### src/rtl/gpio_bank_pkg.sv
package gpio_bank_pkg;
  localparam int unsigned DOUT_OFS   = 32'h00;
  localparam int unsigned DIR_OFS    = 32'h08;
  localparam int unsigned LEVEL_OFS  = 32'h70;
  localparam int unsigned IDENT_OFS  = 32'h78;
  localparam logic [31:0] IDENT_WORD = 32'h0101157C;
  localparam int unsigned WORD_BYTES = 4;
endpackage

### src/rtl/gpio_masked_half.sv
module gpio_masked_half #(
  parameter int HALF_W = 16
) (
  input  logic                  clk,
  input  logic                  rst,
  input  logic                  wr_sel,
  input  logic [2*HALF_W-1:0]   wdata,
  output logic [HALF_W-1:0]     q
);
  logic [HALF_W-1:0] en_bits;
  logic [HALF_W-1:0] val_bits;

  assign en_bits  = wdata[2*HALF_W-1:HALF_W];
  assign val_bits = wdata[HALF_W-1:0];

  always_ff @(posedge clk) begin
    if (rst) begin
      q <= '0;
    end else if (wr_sel) begin
      for (int b = 0; b < HALF_W; b++) begin
        if (en_bits[b]) q[b] <= val_bits[b];
      end
    end
  end


  keep_unmasked_chk: assert property (@(posedge clk) disable iff (rst)
    wr_sel |=> ((q & ~$past(en_bits)) == ($past(q) & ~$past(en_bits))));


  take_masked_chk: assert property (@(posedge clk) disable iff (rst)
    wr_sel |=> ((q & $past(en_bits)) == ($past(val_bits) & $past(en_bits))));


  hold_idle_chk: assert property (@(posedge clk) disable iff (rst)
    !wr_sel |=> $stable(q));
endmodule

### src/rtl/gpio_level_sync.sv
module gpio_level_sync #(
  parameter int WIDTH = 32
) (
  input  logic             clk,
  input  logic             rst,
  input  logic [WIDTH-1:0] raw,
  output logic [WIDTH-1:0] synced
);
  logic [WIDTH-1:0] stage1;

  always_ff @(posedge clk) begin
    if (rst) begin
      stage1 <= '0;
      synced <= '0;
    end else begin
      stage1 <= raw;
      synced <= stage1;
    end
  end


  second_stage_chk: assert property (@(posedge clk) disable iff (rst)
    ##1 (synced == $past(stage1)));
endmodule

### src/rtl/gpio_split_bank.sv
module gpio_split_bank
  import gpio_bank_pkg::*;
#(
  parameter int ADDR_W    = 8,
  parameter int PIN_COUNT = 32
) (
  input  logic                 clk,
  input  logic                 rst,
  input  logic                 wr_en,
  input  logic                 rd_en,
  input  logic [ADDR_W-1:0]    addr,
  input  logic [31:0]          wdata,
  output logic [31:0]          rdata,
  input  logic [PIN_COUNT-1:0] pin_in,
  output logic [PIN_COUNT-1:0] pin_out,
  output logic [PIN_COUNT-1:0] pin_oe
);
  localparam int DATA_W     = 32;
  localparam int HALF_W     = DATA_W / 2;
  localparam int NUM_HALVES = PIN_COUNT / HALF_W;
  localparam logic [ADDR_W-1:0] LEVEL_A = ADDR_W'(LEVEL_OFS);
  localparam logic [ADDR_W-1:0] IDENT_A = ADDR_W'(IDENT_OFS);

  logic [HALF_W-1:0]    dout_h [NUM_HALVES];
  logic [HALF_W-1:0]    dir_h  [NUM_HALVES];
  logic [PIN_COUNT-1:0] level_q;
  logic [DATA_W-1:0]    rd_mux;
  logic                 split_hit;

  for (genvar h = 0; h < NUM_HALVES; h++) begin : g_half
    localparam logic [ADDR_W-1:0] DOUT_A = ADDR_W'(DOUT_OFS + WORD_BYTES * h);
    localparam logic [ADDR_W-1:0] DIR_A  = ADDR_W'(DIR_OFS + WORD_BYTES * h);

    gpio_masked_half #(.HALF_W(HALF_W)) dout_u (
      .clk(clk), .rst(rst),
      .wr_sel(wr_en && (addr == DOUT_A)),
      .wdata(wdata), .q(dout_h[h])
    );

    gpio_masked_half #(.HALF_W(HALF_W)) dir_u (
      .clk(clk), .rst(rst),
      .wr_sel(wr_en && (addr == DIR_A)),
      .wdata(wdata), .q(dir_h[h])
    );

    assign pin_out[h*HALF_W +: HALF_W] = dout_h[h];
    assign pin_oe[h*HALF_W +: HALF_W]  = dir_h[h];
  end

  gpio_level_sync #(.WIDTH(PIN_COUNT)) sync_u (
    .clk(clk), .rst(rst), .raw(pin_in), .synced(level_q)
  );

  always_comb begin
    rd_mux    = '0;
    split_hit = 1'b0;
    for (int h = 0; h < NUM_HALVES; h++) begin
      if (addr == ADDR_W'(DOUT_OFS + WORD_BYTES * h)) begin
        rd_mux    = {{HALF_W{1'b0}}, dout_h[h]};
        split_hit = 1'b1;
      end
      if (addr == ADDR_W'(DIR_OFS + WORD_BYTES * h)) begin
        rd_mux    = {{HALF_W{1'b0}}, dir_h[h]};
        split_hit = 1'b1;
      end
    end
    if (addr == LEVEL_A) rd_mux = DATA_W'(level_q);
    if (addr == IDENT_A) rd_mux = IDENT_WORD;
  end

  always_ff @(posedge clk) begin
    if (rst)        rdata <= '0;
    else if (rd_en) rdata <= rd_mux;
  end


  ident_read_chk: assert property (@(posedge clk) disable iff (rst)
    (rd_en && addr == IDENT_A) |=> (rdata == IDENT_WORD));


  split_upper_zero_chk: assert property (@(posedge clk) disable iff (rst)
    (rd_en && split_hit) |=> (rdata[DATA_W-1:HALF_W] == '0));


  unmapped_read_chk: assert property (@(posedge clk) disable iff (rst)
    (rd_en && !split_hit && addr != LEVEL_A && addr != IDENT_A) |=> (rdata == '0));


  rdata_hold_chk: assert property (@(posedge clk) disable iff (rst)
    !rd_en |=> $stable(rdata));
endmodule

### config.mk
export PLATFORM = sky130hd
export DESIGN_NAME = gpio_split_bank
export DESIGN_NICKNAME = d
export VERILOG_FILES = /design/src/rtl/gpio_bank_pkg.sv /design/src/rtl/gpio_masked_half.sv /design/src/rtl/gpio_level_sync.sv /design/src/rtl/gpio_split_bank.sv
export SDC_FILE = /design/constraint.sdc
export NUM_CORES = 1
export LEC_CHECK = 0
export BUFFER_PORTS_ARGS = -buffer_cell sky130_fd_sc_hd__buf_2
export CORE_MARGIN = 8
export CORE_UTILIZATION = 59
export CTS_BUF_LIST = sky130_fd_sc_hd__clkbuf_2 sky130_fd_sc_hd__clkbuf_4 sky130_fd_sc_hd__clkbuf_8
export DETAILED_ROUTE_END_ITERATION = 8
export GPL_ROUTABILITY_DRIVEN = 0
export PLACE_DENSITY = 0.95
export SETUP_SLACK_MARGIN = 0.02
export SLEW_MARGIN = 30
export SYNTH_ARGS = -nofsm -noshare
export SYNTH_HDL_FRONTEND = slang
export SYNTH_SLANG_ARGS = --single-unit
export TNS_END_PERCENT = 10
### constraint.sdc
create_clock -name clk -period 4.8 [get_ports clk]
set_input_delay 0.96 -clock clk [delete_from_list [all_inputs] [get_ports clk]]
set_output_delay 0.96 -clock clk [all_outputs]
set_load 0.1 [all_outputs]
==> results list, run 1 <==
* Worst Max-Slew Pin Slew: 1.01 ns
* RR Startpoint: g_half[0].dir_u.q[8]
- The count of pins over their slew limit was 0.
- The die covers 14700 um^2.
- Counting cells, the worst reg-to-reg path comes to 4.
* Buffer type at the clock tree root: clkbuf_8
- Static Leakage: 3.31 nW
- The detailed router finished its first iteration with 675 violations.
- The final route contains 5968 vias.
* Final hold violations: 0
- Number of design rule violations left after detail routing: 0
- The core region is 10800 um^2.
* End point of the critical path: g_half[1].dir_u.q[15]
- Across all hold checks on the routed design, the worst slack comes to 0.433 ns.
* Aggregate global-route resource usage: 0.246
- For this run, the detailed router's first-pass iteration total came to 6.
- Post-CTS setup repair buffer count: 0
- Crit path kind: input port to flop
* Ratio of total power to cell area: 335 nW/um^2
- Along the worst path, the maximum fanout reaches 36.
- The synthesized netlist occupies a cell area of 6530 um^2.
- Final HPWL from detailed placement: 12.8 mm
* Filler-free cell count of the finished design: 990
- The worst path in the final design needs a cycle of 2.93 ns, including I/O delays and setup.
* Latest clock arrival within the worst-skew pair: 0.46 ns
* Relative area change from synthesis to final layout: 19.9%
* Crit path launch: addr[3]
* Endpoint type of the worst setup path: flop
* Result of the run: finished clean
* Share of the cycle needed by the critical path after routing: 0.610
- The number of antenna diodes in the final layout is 0.
- I/O pin count: 172
* Multi-input gate area: 3060 um^2
- Across the routed clock network, the largest skew measured is 0.0120 ns.
- Clock tree synthesis found a total of 160 sinks.
- Clock Tree Buf Depth: 2
* Worst path arrival time: 3.31 ns
- The die is 121 um wide.
- TritonCTS built the clock tree.
- The number of clock buffers added by TritonCTS is 17.
* Worst min path class: flop to flop
- Pin count of the biggest net entering global routing: 92
- DIE HEIGHT: 121 um
* Post-CTS Hold Fix Bufs: 0
- R2R setup slack: 3.61 ns
- Critical register-to-register path endpoint: rdata[8]
- Sequential share of the synthesized area: 0.490
- Average wire per cell in the routed design: 19.0 um
- For this run, the post-layout net count is 913.
- In this run the number of H-tree levels came out at 4.
* Required time of the critical path: 5.18 ns
* Worst-case vdd ir drop: 223 uV
* Number of max-cap violations: 0
- Setup crit start kind: input port
* Clock slew seen by the registers of the worst setup and hold paths: 0.09 ns
- Timing would allow up to 341 MHz.
- Vias in the first global route: 5780
* Area occupied by registers: 3200 um^2
- Post-Syn Instances: 701
* First-pass GRT wire length: 28.8 mm
- Accumulated negative setup slack: 0 ns
- When the netlist entered floorplanning its net count stood at 777.
- Number of distinct library cells after synthesis: 36
- #FFs+latches synth: 160
- For this configuration, the core starts out at a cell density of 0.603.
- Max-slew headroom: 0.325
* Setup Viol. Count Final: 0
* Number of warnings issued by yosys: 0
- GRT overflow: 0
* Fillcell total: 773
* Total wire length after detailed routing: 18.8 mm
- Setup repair after global routing left no endpoint under its margin.
- In the routed layout, each cell is associated on average with a via count of 6.03.
* Count of port buffers added during placement: 171
- Post-CTS Resized: 0
- Of the cells placed in the final design, the portion with a size suffix greater than 1 is 0.271.
- Std-Cell Rows: 38
- The initial antenna violation count came to 0.
- Overall power after layout: 2.62 mW
- Counting tap cells, the placed design contains a total of 956 instances.
- After synthesis, the mean cell area works out to 9.32 um^2.
- Antenna-violating nets left: 0
[where the power goes]
| part | leakage, nW | internal, mW | switching, mW |
|---|---|---|---|
| clock | 0.213 | 0.538 | 0.545 |
| combinational | 1.80 | 0.0595 | 0.124 |
| sequential | 1.30 | 1.35 | 0.00621 |
| total | 3.31 | 1.95 | 0.675 |
[per-stage QoR]
stage           util  instance area, um^2  setup WS (ns)
2_1_floorplan      -                 6530           2.35
3_3_place_gp   0.681                 7380           1.55
3_5_place_dp   0.681                 7380           1.51
4_1_cts        0.720                 7810           1.94
5_1_grt        0.723                 7830           1.71
6_report       0.723                 7830           1.87
[sequential cells by signal, summed over array words and instances (netlist names)]
name             flops
g_half.dout_u.q     32
g_half.dir_u.q      32
rdata               32
sync_u.synced       32
sync_u.stage1       32
[placed cells by master (no fill, tap or decap), types with 7 or more instances in the layout]
cell type,n
o21ai_0,31
buf_4,10
nor3_1,7
a221oi_1,14
clkbuf_8,17
o21ai_1,9
nand3_1,25
a2bb2oi_1,8
buf_2,169
a21oi_1,40
o2bb2ai_1,8
a22oi_1,8
nand2b_1,12
nor4_4,12
nor2b_1,74
dfxtp_1,160
nand4_1,48
nor4_1,7
nand2_1,41
inv_1,8
nor2_1,58
mux2i_1,48
[logic make-up after synthesis]
group	after synthesis	synth area share
buffers and inverters	72	0.0454
AND/OR/NAND/NOR	293	0.265
flip-flops	160	0.490
multiplexers	50	0.0804
AO/OA/AOI/OAI	126	0.119
[critical path, cell delays in order]
cell and delay, ns:
buf_2 0.60, and2_1 0.39, and3_1 0.86, nand4_1 0.25
a21oi_1 0.21
[cells in the mapped netlist]
master	number	area [um^2]
nor4_4	11	234
a2bb2oi_1	8	70.1
nand2b_1	12	75.1
a221oi_1	14	123
o211ai_1	2	15.0
o21ai_1	9	45.0
buf_6	1	11.3
nand4_1	48	300
a21oi_1	40	200
clkbuf_1	45	169
nor2_1	59	221
mux4_2	2	45.0
inv_1	8	30.0
or4_1	2	15.0
mux2i_1	48	480
o22ai_1	6	37.5
buf_4	1	7.51
and2_1	1	6.26
buf_2	12	60.1
buf_1	4	15.0
and3_1	1	6.26
nor3_1	7	35.0
o2bb2ai_1	8	70.1
nor3b_1	1	7.51
a22oi_1	8	60.1
dfxtp_1	160	3200
nor4_2	1	12.5
nand4b_1	1	8.76
or3b_1	1	8.76
nor4_1	7	43.8
nand3_1	25	125
nand2_1	41	154
inv_2	1	3.75
o21ai_0	31	155
nor2b_1	74	463
nor4b_2	1	15.0
[worst min path at each step]
stage / to / start / cells past startpoint / slack [ns]
after floorplan: sync_u.synced[0] / sync_u.stage1[0] / 1 / 0.41
after global placement: sync_u.synced[28] / sync_u.stage1[28] / 1 / 0.42
after detailed placement: sync_u.synced[17] / sync_u.stage1[17] / 1 / 0.42
after CTS: sync_u.synced[17] / sync_u.stage1[17] / 1 / 0.44
after global routing: sync_u.synced[16] / sync_u.stage1[16] / 1 / 0.44
final: sync_u.synced[17] / sync_u.stage1[17] / 1 / 0.43
[final cells by class]
type,count,area share
flip-flops and latches,160,0.409
well taps,140,0.0224
clock inverters,14,0.0241
clock buffers,18,0.0308
multi-input cells,469,0.390
inverters,9,0.00431
repair buffers,180,0.119
[layer usage]
layer | wire (um) | vias up | global-route usage
met5 | 0 | - | 0
met4 | 773 | 0 | 0.134
met3 | 1900 | 79 | 0.0786
met2 | 8940 | 382 | 0.408
met1 | 7150 | 2749 | 0.277
li1 | - | 2758 | -
Note: power is estimated with default switching activity, not from simulation.
==> inputs of run 2 (changes only) <==
ABC_AREA = 1   (was not set)
CORE_UTILIZATION = 54   (was 59)
PLACE_DENSITY = 0.93   (was 0.95)
clock period = 2.7 ns   (was 4.8 ns; I/O delays follow)
==> run 2 against run 1 <==
  * Worst hold slack got worse by 0.14 ns
  * Utilization is 4.7 points lower
  * Register-to-register slack got worse by 1.8 ns
  * Clock-buffer cell count increased by 5
  * Wire length is 6.4% lower
  * Clock power increased by 82%
  * Final area down 1.2%
  * Cell count up 16%
  * Sequential share of layout area is 0.48 points higher
  * Combinational power is 77% higher
  * Critical path type is now flop to output pin
==> results list, run 2 <==
- Result of the run: finished clean (unchanged).
- Synthesized net count: 909 (was 777)
* CTS buffer count: 17 (unchanged)
- The via count normalized by instance count is 5.40 (was 6.03).
* Cell-by-cell listing of the critical path: buf_2 (was buf_2 > and2_1 > and3_1 > nand4_1 > a21oi_1)
- The transition time at the pin with the least slew margin came to 0.729 ns (was 1.01 ns).
* First-pass GRT wire length: 28.6 mm (was 28.8 mm)
- Final HPWL from detailed placement: 12.5 mm (was 12.8 mm)
- Clock Tree Buf Depth: 2 (unchanged)
- Worst-case vdd ir drop: 410 uV (was 223 uV)
- The number of buffers inserted to repair setup after CTS is 0 (unchanged).
- The post-placement cell area is 7280 um^2 (was 7380 um^2).
- TritonCTS clock tree: done (unchanged)
- Setup crit start kind: flop (was input port)
- Leading post-synthesis cells by cell area: dfxtp_1 (50%), nand2_1 (8.4%), nand3_1 (8.1%) (was dfxtp_1 (49%), mux2i_1 (7.4%), nor2b_1 (7.1%))
- Total wire length after detailed routing: 17.6 mm (was 18.8 mm)
* Final worst path period need: 1.86 ns
* #FFs+latches synth: 160 (unchanged)
- The slowest cell on the critical path is buf_2 (was and3_1).
* Post-CTS Hold Fix Bufs: 0 (unchanged)
- Required time of the critical path: 2.16 ns (was 5.18 ns)
- Aggregate global-route resource usage: 0.221 (was 0.246)
* Part of the total power dissipated in combinational logic: 0.069 (was 0.070)
- The delay of the slowest cell on the worst path came to 0.47 ns (was 0.86 ns).
- The fraction of layout instances using a drive strength above 1 was 0.254 (was 0.271).
* Achievable Freq: 538 MHz
* Buffer type at the clock tree root: clkbuf_8 (unchanged)
- Number of warnings issued by yosys: 0 (unchanged)
* Diodes inserted: 0 (unchanged)
- Accumulated negative setup slack: 0 ns (unchanged)
* Post-CTS Resized: 0 (unchanged)
- Post-Syn Area per Cell: 7.63 um^2 (was 9.32 um^2)
- The count of standard-cell rows is 39 (was 38).
* Portion of total power attributed to sequential cells: 0.514 (was 0.517)
* Pin count of the biggest net entering global routing: 95 (was 92)
* Average wire per cell in the routed design: 15.3 um (was 19.0 um)
* CTS HTree Levels: 4 (unchanged)
- Max-slew headroom: 0.513 (was 0.325)
* Sequential share of the synthesized area: 0.504 (was 0.490)
* Internal power: 3.63 mW (was 1.95 mW)
- Vias in the first global route: 5932 (was 5780)
- The net load switching power came to 1.09 mW (was 0.675 mW).
- Total buffers and inverters traversed by the critical path: 1 (unchanged)
- Post-Syn Instances: 833 (was 701)
- The number of clock sinks is 160 (unchanged).
* Worst min path class: input port to flop (was flop to flop)
- Setup slack at placement: 0.533 ns (was 1.51 ns)
* Count of flip-flops with a built-in enable after synthesis: 0 (unchanged)
* Area enclosed by the die boundary: 15500 um^2 (was 14700 um^2)
* Iteration-0 DRC count of the detailed router: 630 (was 675)
- The starting density of the core was 0.554 (was 0.603).
- Share of synthesized registers carrying an async set or reset: 0 (unchanged)
- Syn Std Cell Area: 6350 um^2 (was 6530 um^2)
* Number of detailed-routing iterations run before antenna repair: 5 (was 6)
- The total DRC errors in the routed layout is 0 (unchanged).
- GRT overflow: 0 (unchanged)
- Endpoint type of the worst setup path: output pin (was flop)
- Die Span X: 124 um (was 121 um)
* RSZ-0062 raised after global routing: false (unchanged)
- Clock slew seen by the registers of the worst setup and hold paths: 0.08 ns (was 0.09 ns)
- The data arrival at the endpoint of the critical path came to 1.32 ns (was 3.31 ns).
- Final Max Slew Viols: 0 (unchanged)
* Highest net fanout along the worst path: 3 (was 36)
- The leakage power of the design came to 3.59 nW (was 3.31 nW).
- Number of max-cap violations: 0 (unchanged)
- The clock skew came to 0.00977 ns (was 0.0120 ns).
- The switching power as a share of total power was 0.231 (was 0.257).
- The insertion delay of the later-clocked pin in the worst-skew pair came to 0.44 ns (was 0.46 ns).
* Number of distinct library cells after synthesis: 29 (was 36)
- The commonest register cell after synthesis was dfxtp_1 (unchanged).
- Share of power burned in the clock network: 0.417 (was 0.413)
- Antenna-violating nets left: 0 (unchanged)
- Vias: 6217 (was 5968)
* Relative area change from synthesis to final layout: 21.9% (was 19.9%)
* Share of the cycle needed by the critical path after routing: 0.689
* Count of port buffers added during placement: 171 (unchanged)
* Post-synth top cells: dfxtp_1 (160), nand2_1 (143), nand3_1 (103) (was dfxtp_1 (160), nor2b_1 (74), nor2_1 (59))
- Commonest non-fill, non-tap cell in the layout: buf_2 (unchanged)
- The cell type group with the largest total delay on the critical path is buffers and inverters (was simple AND/OR/NAND/NOR gates).
* Top cell type's share of synthesized area: 0.504 (was 0.490)
- Cell area after layout: 7740 um^2 (was 7830 um^2)
* Ratio of total power to cell area: 609 nW/um^2 (was 335 nW/um^2)
- Largest area contributor in the netlist: dfxtp_1 (unchanged)
* Crit path kind: flop to output pin (was input port to flop)
- DIE HEIGHT: 124 um (was 121 um)
- Initial antenna violation count: 0 (unchanged)
* Dominant cell by count in the synthesized netlist: dfxtp_1 (unchanged)
- Top library cells by usage in the layout, fill and taps aside: buf_2 (170), dfxtp_1 (160), nand2_1 (143), nand3_1 (103), nor2_1 (102) (was buf_2 (169), dfxtp_1 (160), nor2b_1 (74), nor2_1 (58)).
- Std-Cell Core Area: 11500 um^2 (was 10800 um^2)
* Final hold violations: 0 (unchanged)
* Setup Viol. Count Final: 0 (unchanged)
- The post-route core utilization came to 0.675 (was 0.723).
- Final net count: 1071 (was 913)
- Worst path setup slack after routing: 0.841 ns (was 1.87 ns)
- The worst hold margin is 0.296 ns (was 0.433 ns).
- I/O pin count: 172 (unchanged)
-- run 2: logic make-up after synthesis --
kind of cell,after synthesis,share of synthesized area
and+or+nand+nor,379,0.271
DFF,160,0.504
AOI/OAI and AO/OA,150,0.132
buffers and inverters,144,0.0926
-- run 2: cell type report --
class	instances	area, um^2
inverter	109	412
sequential	160	3200
multi-input combinational	529	2570
timing repair buffer	178	923
clock inverter	9	154
fill	948	3720
clock buffer	23	304
tap	143	179
-- run 2: power by group through the flow --
stage               clock network [mW]  registers, mW  logic, mW
finish                            1.97           2.43      0.326
global route                      2.08           2.43      0.358
CTS                               1.98           2.43      0.325
detailed placement                   0           2.48      0.323
global placement                     0           2.48      0.315
floorplan                            0           2.54      0.137
-- run 2: final timing paths --
kind                              start           endpoint  slack [ns]  cells past startpoint
setup / recovery  g_half[1].dir_u.q[13]         pin_oe[29]        0.84                      1
hold / removal               pin_in[11]  sync_u.stage1[11]        0.30                      3
setup reg to reg  g_half[1].dir_u.q[15]          rdata[15]        1.77                      4
hold reg to reg       sync_u.stage1[13]  sync_u.synced[13]        0.40                      2
-- run 2: stage by stage --
stage                     std cells  power (mW)
final                          1151        4.72
after global routing           1151        4.87
after detailed placement       1119        2.80
after global placement         1119        2.80
after CTS                      1151        4.73
after floorplan                 833        2.67
-- run 2: routing by layer --
metal | track usage | up-vias | share of wire | routed length [um]
li1 | - | 2995 | - | -
met1 | 0.249 | 2847 | 0.38 | 6690
met2 | 0.376 | 310 | 0.50 | 8720
met3 | 0.0604 | 65 | 0.084 | 1470
met4 | 0.113 | 0 | 0.039 | 692
met5 | 0 | - | 0 | 0
==> inputs of run 3 (changes only) <==
clock period = 1.85 ns   (was 2.7 ns; I/O delays follow)
==> run 3 against run 2 <==
  * First-iteration DRC count shrank 2.4%
  * Clock skew fell by 0.0013 ns
  * Non-clock buffer count up 12
  * Global-route usage rose by 0.14 points
  * Worst hold slack lost 0.18 ns
  * Critical path type unchanged
  * Critical endpoint is now pin_oe[16]
  * Largest power group unchanged
==> results list, run 3 (synthesis gave the netlist of run 2 again) <==
- Net load switching power: 1.65 mW (was 1.09 mW)
* GRT overflow: 0 (unchanged)
* Std-Cell Rows: 39 (unchanged)
- The number of optimization iterations in the first detailed-route pass was 6 (was 5).
* Required time of the critical path: 1.48 ns (was 2.16 ns)
- The worst hold margin is 0.115 ns (was 0.296 ns).
* Relative area change from synthesis to final layout: 23.3% (was 21.9%)
- Portion of total power attributed to sequential cells: 0.536 (was 0.514)
- Initial cell density of the core: 0.554 (unchanged)
* Setup crit start kind: flop (unchanged)
- First-pass GRT wire length: 28.5 mm (was 28.6 mm)
* CTS buffer count: 17 (unchanged)
* Final HPWL from detailed placement: 12.7 mm (was 12.5 mm)
- Iteration-0 DRC count of the detailed router: 615 (was 630)
* Vias in the first global route: 5875 (was 5932)
* Top library cells by usage in the layout, fill and taps aside: buf_2 (170), dfxtp_1 (160), nand2_1 (143), nand3_1 (103), nor2_1 (102) (unchanged)
- The number of failing setup endpoints in the final timing report was 0 (unchanged).
- The number of buffers on the longest clock path is 2 (unchanged).
* Internal power: 4.95 mW (was 3.63 mW)
* Worst-case vdd ir drop: 868 uV (was 410 uV)
* Crit path kind: flop to output pin (unchanged)
- The area of the core is 11500 um^2 (unchanged).
* Part of the total power dissipated in combinational logic: 0.074 (was 0.069)
- Worst path arrival time: 1.30 ns (was 1.32 ns)
- The class of the tightest hold or removal check is input port to flop (unchanged).
* Initial antenna violation count: 1 (was 0)
* Ratio of total power to cell area: 843 nW/um^2 (was 609 nW/um^2)
* Worst Max-Slew Pin Slew: 0.594 ns (was 0.729 ns)
* Fraction of power spent switching nets: 0.250 (was 0.231)
- The die width was 124 um (unchanged).
- The met3 demand-to-capacity share in global routing came to 0.0677 (was 0.0604).
- Average wire per cell in the routed design: 15.2 um (was 15.3 um)
- Post-CTS Hold Fix Bufs: 0 (unchanged)
* Final Max Slew Viols: 0 (unchanged)
* Highest net fanout along the worst path: 3 (unchanged)
- The leakage power of the design came to 3.63 nW (was 3.59 nW).
- The most frequent standard cell in the layout excluding fill and tap cells was buf_2 (unchanged).
- The remaining number of nets flagged by the antenna check after routing is 0 (unchanged).
- The total DRC errors in the routed layout came to 0 (unchanged).
- Achievable Freq: 598 MHz
- RSZ-0062 raised after global routing: false (unchanged).
- Met1 global-route usage: 0.243 (was 0.249)
- Vias: 6204 (was 6217)
* Fraction of final layout cells with drive strength greater than 1: 0.263 (was 0.254)
- The number of buffers inserted to repair setup after CTS was 0 (unchanged).
* Final worst path period need: 1.67 ns
- The global-route usage over all layers came to 0.223 (was 0.221).
- The number of clock sinks is 160 (unchanged).
- In the finished design, the share of the clock period the worst path needs comes to 0.904.
* TritonCTS clock tree: done (unchanged)
- The cell type group with the largest total delay on the critical path was buffers and inverters (unchanged).
* CTS HTree Levels: 4 (unchanged)
* Result of the run: finished clean (unchanged)
- Endpoint type of the worst setup path: output pin (unchanged)
* Fillcell total: 911 (was 948)
- The part of the power in the clock network is 0.389 (was 0.417).
- Via/cell ratio: 5.33 (was 5.40)
* I/O pin count: 172 (unchanged)
* Cell-by-cell listing of the critical path: buf_2 (unchanged)
- Overall power after layout: 6.60 mW (was 4.72 mW)
* Final hold violations: 0 (unchanged)
* Number of max-cap violations: 0 (unchanged)
* Post-CTS Resized: 0 (unchanged)
* Max-slew headroom: 0.602 (was 0.513)
* Buffer type at the clock tree root: clkbuf_8 (unchanged)
* Delay contributed by the slowest stage of the critical path: 0.45 ns (was 0.47 ns)
* Worst clock skew: 0.00851 ns (was 0.00977 ns)
* Clock slew seen by the registers of the worst setup and hold paths: 0.08 ns (about the same)
- The die span in y is 124 um (unchanged).
- Global-route track usage on met2: 0.371 (was 0.376)
- The number of buffers inserted by port buffering was 171 (unchanged).
- GRT busiest layer: met2 (unchanged)
- Latest clock arrival within the worst-skew pair: 0.45 ns (was 0.44 ns)
- The die area came to 15500 um^2 (unchanged).
- The final sum of negative setup slack is 0 ns (unchanged).
- The slowest cell on the critical path is buf_2 (unchanged).
- The aggregate routed wire length is 17.7 mm (was 17.6 mm).
- Total buffers and inverters traversed by the critical path: 1 (unchanged)
- Pin count of the biggest net entering global routing: 101 (was 95)
* Final net count: 1083 (was 1071)
run 3: cell types whose count changed in the layout (fill, tap and decap cells not counted):
cell        delta
bufinv_16      -2
buf_4          +8
diode_2        +1
clkbuf_4       -1
clkinv_4       +4
buf_12         +4
clkinvlp_4     +1
clkbuf_8       -2
run 3: final cells by class:
cell class / instances / area (um^2) / share of cell area
clock inverters: 12 / 136 / 0.0174
diodes: 1 / 2.50 / 0.000319
repair buffers: 190 / 1060 / 0.136
clock buffers: 20 / 269 / 0.0343
flip-flops and latches: 160 / 3200 / 0.409
multi-input cells: 529 / 2570 / 0.328
well taps: 143 / 179 / 0.0228
inverters: 109 / 412 / 0.0526
run 3: path summary, 6_finish.rpt:
| kind | from | end | slack, ns | depth (start not counted) |
|---|---|---|---|---|
| max | g_half[1].dir_u.q[0] | pin_oe[16] | 0.18 | 1 |
| max reg2reg | g_half[0].dir_u.q[8] | rdata[8] | 0.97 | 4 |
| min reg2reg | sync_u.stage1[10] | sync_u.synced[10] | 0.40 | 2 |
| min | pin_in[19] | sync_u.stage1[19] | 0.12 | 3 |
run 3: power by group through the flow:
stage | Sequential, mW | Combinational, mW | Clock, mW
3_3_place_gp | 3.62 | 0.474 | 0
2_1_floorplan | 3.70 | 0.200 | 0
6_report | 3.54 | 0.491 | 2.57
4_1_cts | 3.54 | 0.489 | 2.61
3_5_place_dp | 3.62 | 0.485 | 0
5_1_grt | 3.55 | 0.536 | 2.77
run 3: per-stage QoR:
stage	cells	utilization	cell area (um^2)	setup WS, ns
CTS	1163	0.683	7830	0.163
global placement	1131	0.647	7420	0.0592
floorplan	833	-	6350	0.321
finish	1164	0.683	7830	0.178
global route	1164	0.683	7830	0.134
detailed placement	1131	0.647	7420	0.0158
run 3: metal layers:
metal / vias to the layer above / part of all wire
met2: 307 / 0.48
met5: - / 0
met3: 67 / 0.081
met4: 0 / 0.046
met1: 2817 / 0.39
li1: 3013 / -
